==> config.mk <==
export PLATFORM = sky130hd
export DESIGN_NAME = asram_ctrl
export DESIGN_NICKNAME = d
export VERILOG_FILES = /design/src/rtl/sram_ctl_pkg.sv /design/src/rtl/sram_ctl_timer.sv /design/src/rtl/sram_ctl_rdcap.sv /design/src/rtl/sram_ctl_fsm.sv /design/src/rtl/asram_ctrl.sv
export SDC_FILE = /design/constraint.sdc
export NUM_CORES = 1
export LEC_CHECK = 0
export CORE_UTILIZATION = 47
export DETAILED_ROUTE_END_ITERATION = 8
export DONT_BUFFER_PORTS = 1
export GPL_ROUTABILITY_DRIVEN = 0
export PLACE_DENSITY = 0.74
export SYNTH_ARGS = -nofsm -noshare
export SYNTH_HDL_FRONTEND = slang
export SYNTH_SLANG_ARGS = --single-unit
==> constraint.sdc <==
create_clock -name clk -period 2.3 [get_ports clk]
set_input_delay 0.46 -clock clk [delete_from_list [all_inputs] [get_ports clk]]
set_output_delay 0.46 -clock clk [all_outputs]
set_load 0.01 [all_outputs]
==> src/rtl/sram_ctl_pkg.sv <==
package sram_ctl_pkg;

  typedef enum logic [2:0] {
    IDLE       = 3'd0,
    RD_ACCESS  = 3'd1,
    RD_DONE    = 3'd2,
    WR_SETUP   = 3'd3,
    WR_PULSE   = 3'd4,
    WR_RECOVER = 3'd5,
    TURNAROUND = 3'd6
  } ctl_state_t;

  // Memory-side pin set, registered as one word.
  typedef struct packed {
    logic sel_n;
    logic sel;
    logic we_n;
    logic oe_n;
    logic dq_oe;
  } pin_set_t;

  // Nanosecond minimum to whole clock cycles, never below one.
  function automatic int ns_to_cycles(input int ns, input int period);
    int c;
    c = (ns + period - 1) / period;
    if (c < 1) c = 1;
    return c;
  endfunction

  function automatic int max3(input int a, input int b, input int c);
    int m;
    m = (a > b) ? a : b;
    return (m > c) ? m : c;
  endfunction

  function automatic int bits_for(input int v);
    int b;
    b = 1;
    while ((1 << b) <= v) b++;
    return b;
  endfunction

  // Pin levels wanted while the machine is in a given state.
  function automatic pin_set_t pins_for(input ctl_state_t s);
    pin_set_t p;
    p = '{sel_n: 1'b1, sel: 1'b0, we_n: 1'b1, oe_n: 1'b1, dq_oe: 1'b0};
    case (s)
      RD_ACCESS:  p = '{sel_n: 1'b0, sel: 1'b1, we_n: 1'b1, oe_n: 1'b0, dq_oe: 1'b0};
      WR_SETUP:   p = '{sel_n: 1'b0, sel: 1'b1, we_n: 1'b1, oe_n: 1'b1, dq_oe: 1'b1};
      WR_PULSE:   p = '{sel_n: 1'b0, sel: 1'b1, we_n: 1'b0, oe_n: 1'b1, dq_oe: 1'b1};
      WR_RECOVER: p = '{sel_n: 1'b0, sel: 1'b1, we_n: 1'b1, oe_n: 1'b1, dq_oe: 1'b1};
      default:    p = '{sel_n: 1'b1, sel: 1'b0, we_n: 1'b1, oe_n: 1'b1, dq_oe: 1'b0};
    endcase
    return p;
  endfunction

endpackage

==> src/rtl/sram_ctl_timer.sv <==
module sram_ctl_timer #(
  parameter int W = 4
) (
  input  logic         clk,
  input  logic         rst_n,
  input  logic         load,
  input  logic [W-1:0] load_val,
  output logic         zero
);
  logic [W-1:0] cnt_q;

  always_ff @(posedge clk or negedge rst_n) begin
    if (!rst_n)            cnt_q <= '0;
    else if (load)         cnt_q <= load_val;
    else if (cnt_q != '0)  cnt_q <= cnt_q - 1'b1;
  end

  assign zero = (cnt_q == '0);
endmodule

==> src/rtl/sram_ctl_rdcap.sv <==
module sram_ctl_rdcap #(
  parameter int DATA_W = 8
) (
  input  logic              clk,
  input  logic              rst_n,
  input  logic              capture,
  input  logic [DATA_W-1:0] dq_in,
  output logic              rd_valid,
  output logic [DATA_W-1:0] rd_data
);
  always_ff @(posedge clk or negedge rst_n) begin
    if (!rst_n) begin
      rd_valid <= 1'b0;
      rd_data  <= '0;
    end else begin
      rd_valid <= capture;
      if (capture) rd_data <= dq_in;
    end
  end

  AST_RDV_SINGLE: assert property (@(posedge clk) disable iff (!rst_n)
    rd_valid |=> !rd_valid);
endmodule

==> src/rtl/sram_ctl_fsm.sv <==
module sram_ctl_fsm
  import sram_ctl_pkg::*;
#(
  parameter int ACC_CYC = 6,
  parameter int WP_CYC  = 5,
  parameter int TA_CYC  = 3,
  parameter int CYC_CYC = 6,
  parameter int TW      = 3
) (
  input  logic     clk,
  input  logic     rst_n,
  input  logic     req_valid,
  input  logic     req_write,
  output logic     req_ready,
  output logic     accept,
  output logic     capture,
  output pin_set_t pins_q
);
  localparam int CW = TW + 1;

  ctl_state_t    state_q, state_d;
  logic          ph_load, ph_zero, cy_zero;
  logic [TW-1:0] ph_val;

  sram_ctl_timer #(.W(TW)) u_phase (
    .clk(clk), .rst_n(rst_n), .load(ph_load), .load_val(ph_val), .zero(ph_zero)
  );

  sram_ctl_timer #(.W(TW)) u_cycle (
    .clk(clk), .rst_n(rst_n), .load(accept),
    .load_val(TW'(CYC_CYC - 1)), .zero(cy_zero)
  );

  assign req_ready = (state_q == IDLE) && cy_zero;
  assign accept    = req_valid && req_ready;

  always_comb begin
    state_d = state_q;
    ph_load = 1'b0;
    ph_val  = '0;
    capture = 1'b0;
    case (state_q)
      IDLE: if (accept) begin
        if (req_write) state_d = WR_SETUP;
        else begin
          state_d = RD_ACCESS;
          ph_load = 1'b1;
          ph_val  = TW'(ACC_CYC - 1);
        end
      end
      RD_ACCESS: if (ph_zero) begin
        capture = 1'b1;
        state_d = RD_DONE;
      end
      RD_DONE: begin
        state_d = TURNAROUND;
        ph_load = 1'b1;
        ph_val  = TW'(TA_CYC - 1);
      end
      TURNAROUND: if (ph_zero) state_d = IDLE;
      WR_SETUP: begin
        state_d = WR_PULSE;
        ph_load = 1'b1;
        ph_val  = TW'(WP_CYC - 1);
      end
      WR_PULSE:   if (ph_zero) state_d = WR_RECOVER;
      WR_RECOVER: state_d = IDLE;
      default:    state_d = IDLE;
    endcase
  end

  always_ff @(posedge clk or negedge rst_n) begin
    if (!rst_n) begin
      state_q <= IDLE;
      pins_q  <= pins_for(IDLE);
    end else begin
      state_q <= state_d;
      pins_q  <= pins_for(state_d);
    end
  end

  // Observation counters for the timing properties below.
  logic [CW-1:0] we_low_cnt, oe_high_cnt, sel_gap_cnt;
  logic          sel_prev_q;
  logic          sel_start;
  assign sel_start = pins_q.sel && !sel_prev_q;

  always_ff @(posedge clk or negedge rst_n) begin
    if (!rst_n) begin
      we_low_cnt  <= '0;
      oe_high_cnt <= '1;
      sel_gap_cnt <= '1;
      sel_prev_q  <= 1'b0;
    end else begin
      sel_prev_q <= pins_q.sel;
      if (pins_q.we_n) we_low_cnt <= '0;
      else if (we_low_cnt != '1) we_low_cnt <= we_low_cnt + 1'b1;
      if (!pins_q.oe_n) oe_high_cnt <= '0;
      else if (oe_high_cnt != '1) oe_high_cnt <= oe_high_cnt + 1'b1;
      if (sel_start) sel_gap_cnt <= CW'(1);
      else if (sel_gap_cnt != '1) sel_gap_cnt <= sel_gap_cnt + 1'b1;
    end
  end

  AST_ENABLES_PAIRED: assert property (@(posedge clk) disable iff (!rst_n)
    pins_q.sel_n != pins_q.sel);
  AST_READY_DESELECTED: assert property (@(posedge clk) disable iff (!rst_n)
    req_ready |-> pins_q.sel_n);
  AST_WE_ONLY_SELECTED: assert property (@(posedge clk) disable iff (!rst_n)
    !pins_q.we_n |-> (!pins_q.sel_n && pins_q.sel));
  AST_WE_PULSE_WIDTH: assert property (@(posedge clk) disable iff (!rst_n)
    $rose(pins_q.we_n) |-> (int'(we_low_cnt) >= WP_CYC));
  AST_OE_HIGH_IN_WRITE: assert property (@(posedge clk) disable iff (!rst_n)
    !pins_q.we_n |-> pins_q.oe_n);
  AST_NO_BUS_FIGHT: assert property (@(posedge clk) disable iff (!rst_n)
    pins_q.dq_oe |-> pins_q.oe_n);
  AST_OE_TURNAROUND: assert property (@(posedge clk) disable iff (!rst_n)
    $rose(pins_q.dq_oe) |-> (int'(oe_high_cnt) > TA_CYC));
  AST_READY_DROPS: assert property (@(posedge clk) disable iff (!rst_n)
    accept |=> !req_ready);
  AST_SEL_SPACING: assert property (@(posedge clk) disable iff (!rst_n)
    sel_start |-> (int'(sel_gap_cnt) >= CYC_CYC));
endmodule

==> src/rtl/asram_ctrl.sv <==
module asram_ctrl
  import sram_ctl_pkg::*;
#(
  parameter int ADDR_W        = 18,
  parameter int DATA_W        = 8,
  parameter int CLK_PERIOD_NS = 8,
  parameter int T_RC_NS       = 45,
  parameter int T_AA_NS       = 45,
  parameter int T_DOE_NS      = 22,
  parameter int T_PWE_NS      = 35,
  parameter int T_SD_NS       = 25,
  parameter int T_AW_NS       = 35,
  parameter int T_HZOE_NS     = 18
) (
  input  logic              clk,
  input  logic              rst_n,
  input  logic              req_valid,
  output logic              req_ready,
  input  logic              req_write,
  input  logic [ADDR_W-1:0] req_addr,
  input  logic [DATA_W-1:0] req_wdata,
  output logic              rd_valid,
  output logic [DATA_W-1:0] rd_data,
  output logic              mem_ce_n,
  output logic              mem_ce,
  output logic              mem_we_n,
  output logic              mem_oe_n,
  output logic [ADDR_W-1:0] mem_addr,
  output logic [DATA_W-1:0] mem_dq_o,
  output logic              mem_dq_oe,
  input  logic [DATA_W-1:0] mem_dq_i
);
  localparam int ACC_CYC = max3(ns_to_cycles(T_AA_NS, CLK_PERIOD_NS),
                                ns_to_cycles(T_DOE_NS, CLK_PERIOD_NS), 1);
  localparam int WP_CYC  = max3(ns_to_cycles(T_PWE_NS, CLK_PERIOD_NS),
                                ns_to_cycles(T_SD_NS, CLK_PERIOD_NS),
                                ns_to_cycles(T_AW_NS, CLK_PERIOD_NS));
  localparam int TA_CYC  = ns_to_cycles(T_HZOE_NS, CLK_PERIOD_NS);
  localparam int CYC_CYC = ns_to_cycles(T_RC_NS, CLK_PERIOD_NS);
  localparam int MAX_CYC = max3(max3(ACC_CYC, WP_CYC, TA_CYC), CYC_CYC, 1);
  localparam int TW      = bits_for(MAX_CYC);

  logic     accept, capture;
  pin_set_t pins;

  sram_ctl_fsm #(
    .ACC_CYC(ACC_CYC), .WP_CYC(WP_CYC), .TA_CYC(TA_CYC),
    .CYC_CYC(CYC_CYC), .TW(TW)
  ) u_fsm (
    .clk(clk), .rst_n(rst_n), .req_valid(req_valid), .req_write(req_write),
    .req_ready(req_ready), .accept(accept), .capture(capture), .pins_q(pins)
  );

  sram_ctl_rdcap #(.DATA_W(DATA_W)) u_rdcap (
    .clk(clk), .rst_n(rst_n), .capture(capture), .dq_in(mem_dq_i),
    .rd_valid(rd_valid), .rd_data(rd_data)
  );

  // Address and write data are held from acceptance to the next request.
  always_ff @(posedge clk or negedge rst_n) begin
    if (!rst_n) begin
      mem_addr <= '0;
      mem_dq_o <= '0;
    end else if (accept) begin
      mem_addr <= req_addr;
      mem_dq_o <= req_wdata;
    end
  end

  assign mem_ce_n  = pins.sel_n;
  assign mem_ce    = pins.sel;
  assign mem_we_n  = pins.we_n;
  assign mem_oe_n  = pins.oe_n;
  assign mem_dq_oe = pins.dq_oe;

  AST_WR_BUS_STABLE: assert property (@(posedge clk) disable iff (!rst_n)
    (!mem_we_n && $past(!mem_we_n)) |->
      ($stable(mem_addr) && $stable(mem_dq_o) && mem_dq_oe));
  AST_RD_ADDR_STABLE: assert property (@(posedge clk) disable iff (!rst_n)
    (!mem_oe_n && $past(!mem_oe_n)) |-> $stable(mem_addr));
endmodule

==> results.json <==
{
  "wl_met2_um": 1675,
  "start_kind": "register",
  "powerDensity_nw_per_um2": 1422,
  "whs_endpoint": "u_fsm.u_cycle.cnt_q[1]",
  "worstHoldStart": "req_valid",
  "syn_to_final_growth_pct": 7.866,
  "crit_chain": "inv_1 -> ha_1 -> nand2b_1 -> or3_2 -> buf_12 -> mux2_4",
  "num-nets-final": 193,
  "grt_max_degree": 50,
  "synth_nets": 187,
  "synth_compound_area_share_pct": 5.423,
  "maxCapViolations": 0,
  "synth_area_leaders": "dfrtp_1 (55%), mux2_4 (15%), mux2_2 (7.0%)",
  "power_leakage_nw": 1.106,
  "cp_slowest_stage_delay_ns": 0.56,
  "status": "finished clean",
  "hold_path.class": "input port to register",
  "yosys.area.top_type": "dfrtp_1",
  "firstDrtPassIters": 4,
  "clock_latency_ns": 0.30,
  "track_usage_pct": 15.01,
  "end_kind": "register",
  "reg2reg_from": "u_fsm.u_cycle.cnt_q[0]",
  "wl_met3_um": 317,
  "synth_edf_count": 0,
  "postCtsSetupBuffers": 0,
  "cts_num_sinks": 49,
  "antenna_found_initial": 0,
  "wl_met1_um": 1502,
  "dr_total_vias": 1137,
  "io_pins": 79,
  "synthTopCellsByCount": "dfrtp_1 (46), mux2_4 (21), mux2_2 (13)",
  "gr-total-overflow": 0,
  "yosysUniqueCellTypes": 33,
  "grt_pass1_wl_um": 5009,
  "drt-total-wl_um": 3583,
  "clockBufferDepth": 2,
  "drc": 0,
  "r2r_end": "mem_addr[10]",
  "cts_tree": "yes",
  "rsz0062_at_grt": "no",
  "n_fill_cell": 349,
  "htree_levels": 2,
  "synthCells": 145,
  "core_um2": 4144,
  "cp_data_required_time_ns": 2.49,
  "power.total_mw": 3.221,
  "synth_top_family_by_area": "multiplexers",
  "hpwl_um": 2434,
  "synth_fa_ha_area_share_pct": 2.384,
  "critPathMaxFanout": 28,
  "fmaxAchievable_mhz": 497.0,
  "drive_above_1_share_pct": 32.24,
  "cp_slowest_cell": "or3_2",
  "num_rows": 23,
  "seq_area_frac_synth_pct": 58.58,
  "grt_pass1_vias": 1181,
  "dieWidth_um": 68.84,
  "start_util_pct": 50.66,
  "finalClockSkew_ns": 0.005577,
  "num_antenna_cells": 0,
  "clk_pin_slew_worst_paths_ns": 0.08,
  "hold_depth": 1,
  "yosys.area_share.simple_pct": 6.973,
  "synthXorXnorAreaFrac_pct": 0.8343,
  "setup_tns_ns": 0,
  "ys.flop_type": "dfrtp_1",
  "rrSetupSlack_ns": 0.29,
  "synth.avg_cell_area_um2": 14.48,
  "peakVddDrop_v": 0.0006186,
  "drv_slew": 0,
  "cts_buffers": 5,
  "dieArea_um2": 4738,
  "final-hold-violation-count": 0,
  "min_period_ns": 2.012,
  "die_h_um": 68.84,
  "period_share_pct": 87.48,
  "worstPathArrival_ns": 2.20,
  "tightest_slew_ns": 0.4754,
  "synth_most_common_cell": "dfrtp_1",
  "avgViaCountPerCell": 5.629,
  "final_util_pct": 54.65,
  "top_layer": "met4",
  "dr.first_iter.drc_count": 12,
  "synth_top_area_share_pct": 54.83,
  "async_flop_share_pct": 100.0,
  "r2r_cells": 6,
  "ys_seq_elements": 49,
  "cts_root_buffer": "clkbuf_8",
  "path_class": "register to register",
  "syn_area_um2": 2100,
  "io_buffers": 0,
  "slew-limit-headroom_pct": 68.07,
  "antenna_left": 0,
  "synth_mux_area_share_pct": 21.99,
  "synth_warnings": 0,
  "setup_viol": 0,
  "drt-wirelength-per-cell_um": 17.74,
  "postCtsResizedCells": 0
}
==> worst max-delay path, delay by kind of cell (launching register included) <==
kind | cells | cell delay, ns
AND/OR/NAND/NOR | 2 | 0.71
buffers and inverters | 2 | 0.32
multiplexers | 1 | 0.31
flip-flops | 1 | 0.39
adder cells (fa/ha/maj) | 1 | 0.18
==> cell type report <==
cell class | count | area (um2) | area share, %
multi-input cells | 83 | 790.8 | 34.92
inverters | 8 | 30.03 | 1.326
clock buffers | 6 | 72.57 | 3.204
flip-flops and latches | 49 | 1230 | 54.31
well taps | 50 | 62.56 | 2.762
clock inverters | 2 | 13.76 | 0.6077
repair buffers | 4 | 65.06 | 2.873
==> cell usage in the layout, fill, tap and decap left out, types with 2 or more instances in the layout <==
cell type  count
a211o_1        2
o21ai_0        2
xnor2_1        2
nand2_1        4
inv_1          7
a21oi_1        3
o22ai_1        3
nand3_1        2
clkbuf_8       5
nor2_1         4
nand2b_1       3
mux2_2        13
o211ai_1       2
dfrtp_1       46
ha_1           4
nor2b_1        4
dfstp_2        3
nor3b_1        2
mux2_4        21
==> flip-flops by register name, indices dropped and copies added, names as in the netlist <==
register / cells
mem_addr: 18
mem_dq_o: 8
u_rdcap.rd_data: 8
u_fsm.pins_q: 5
u_fsm.state_q: 3
u_fsm.u_cycle.cnt_q: 3
u_fsm.u_phase.cnt_q: 3
u_rdcap.rd_valid: 1
==> worst max path at each step <==
| stage | startpoint | endpoint | slack, ns | cells past startpoint |
|---|---|---|---|---|
| floorplan | u_fsm.u_cycle.cnt_q[0] | mem_addr[0] | 0.55 | 7 |
| global placement | u_fsm.u_cycle.cnt_q[0] | mem_addr[4] | 0.37 | 6 |
| detailed placement | u_fsm.u_cycle.cnt_q[0] | mem_addr[7] | 0.30 | 6 |
| CTS | u_fsm.u_cycle.cnt_q[0] | mem_addr[10] | 0.27 | 6 |
| global route | u_fsm.u_cycle.cnt_q[0] | req_ready | 0.20 | 4 |
| finish | u_fsm.u_cycle.cnt_q[0] | mem_addr[10] | 0.29 | 6 |
==> per-layer routing <==
metal / vias to the layer above / GRT usage, %
met5: - / 0
li1: 517 / -
met3: 9 / 5.099
met4: 0 / 11.48
met1: 561 / 16.86
met2: 50 / 23.41
==> power by group <==
| part | internal (mW) | leakage, nW | switching [mW] | total, mW |
|---|---|---|---|---|
| clock | 0.217 | 0.0456 | 0.273 | 0.490 |
| combinational | 0.612 | 0.462 | 0.394 | 1.01 |
| sequential | 1.28 | 0.599 | 0.443 | 1.73 |
==> metrics by stage <==
step / setup WS [ns] / hold slack, ns / cell area [um2] / cells
5_1_grt: 0.1994 / 0.2522 / 2265 / 202
3_3_place_gp: 0.3654 / 0.1653 / 2141 / 192
6_report: 0.2879 / 0.2559 / 2265 / 202
3_5_place_dp: 0.2954 / 0.1653 / 2141 / 192
2_1_floorplan: 0.5482 / 0.1644 / 2100 / 145
4_1_cts: 0.2716 / 0.2472 / 2265 / 202
==> timing repair <==
action / in CTS / in global routing
hold buffers: 2 / 0
setup endpoints to repair: 0 / 0
endpoints found under the hold margin: 49 / 0
==> cells by family (layout without fill, tap and decap cells) <==
kind of cell | count (synthesis) | in the layout
adder cells (fa/ha/maj) | 4 | 4
XOR/XNOR | 2 | 2
multiplexers | 34 | 34
flip-flops | 49 | 49
AO/OA/AOI/OAI | 17 | 17
buffers and inverters | 13 | 20
AND/OR/NAND/NOR | 26 | 26
No activity file was read; power rests on OpenSTA's default activity.
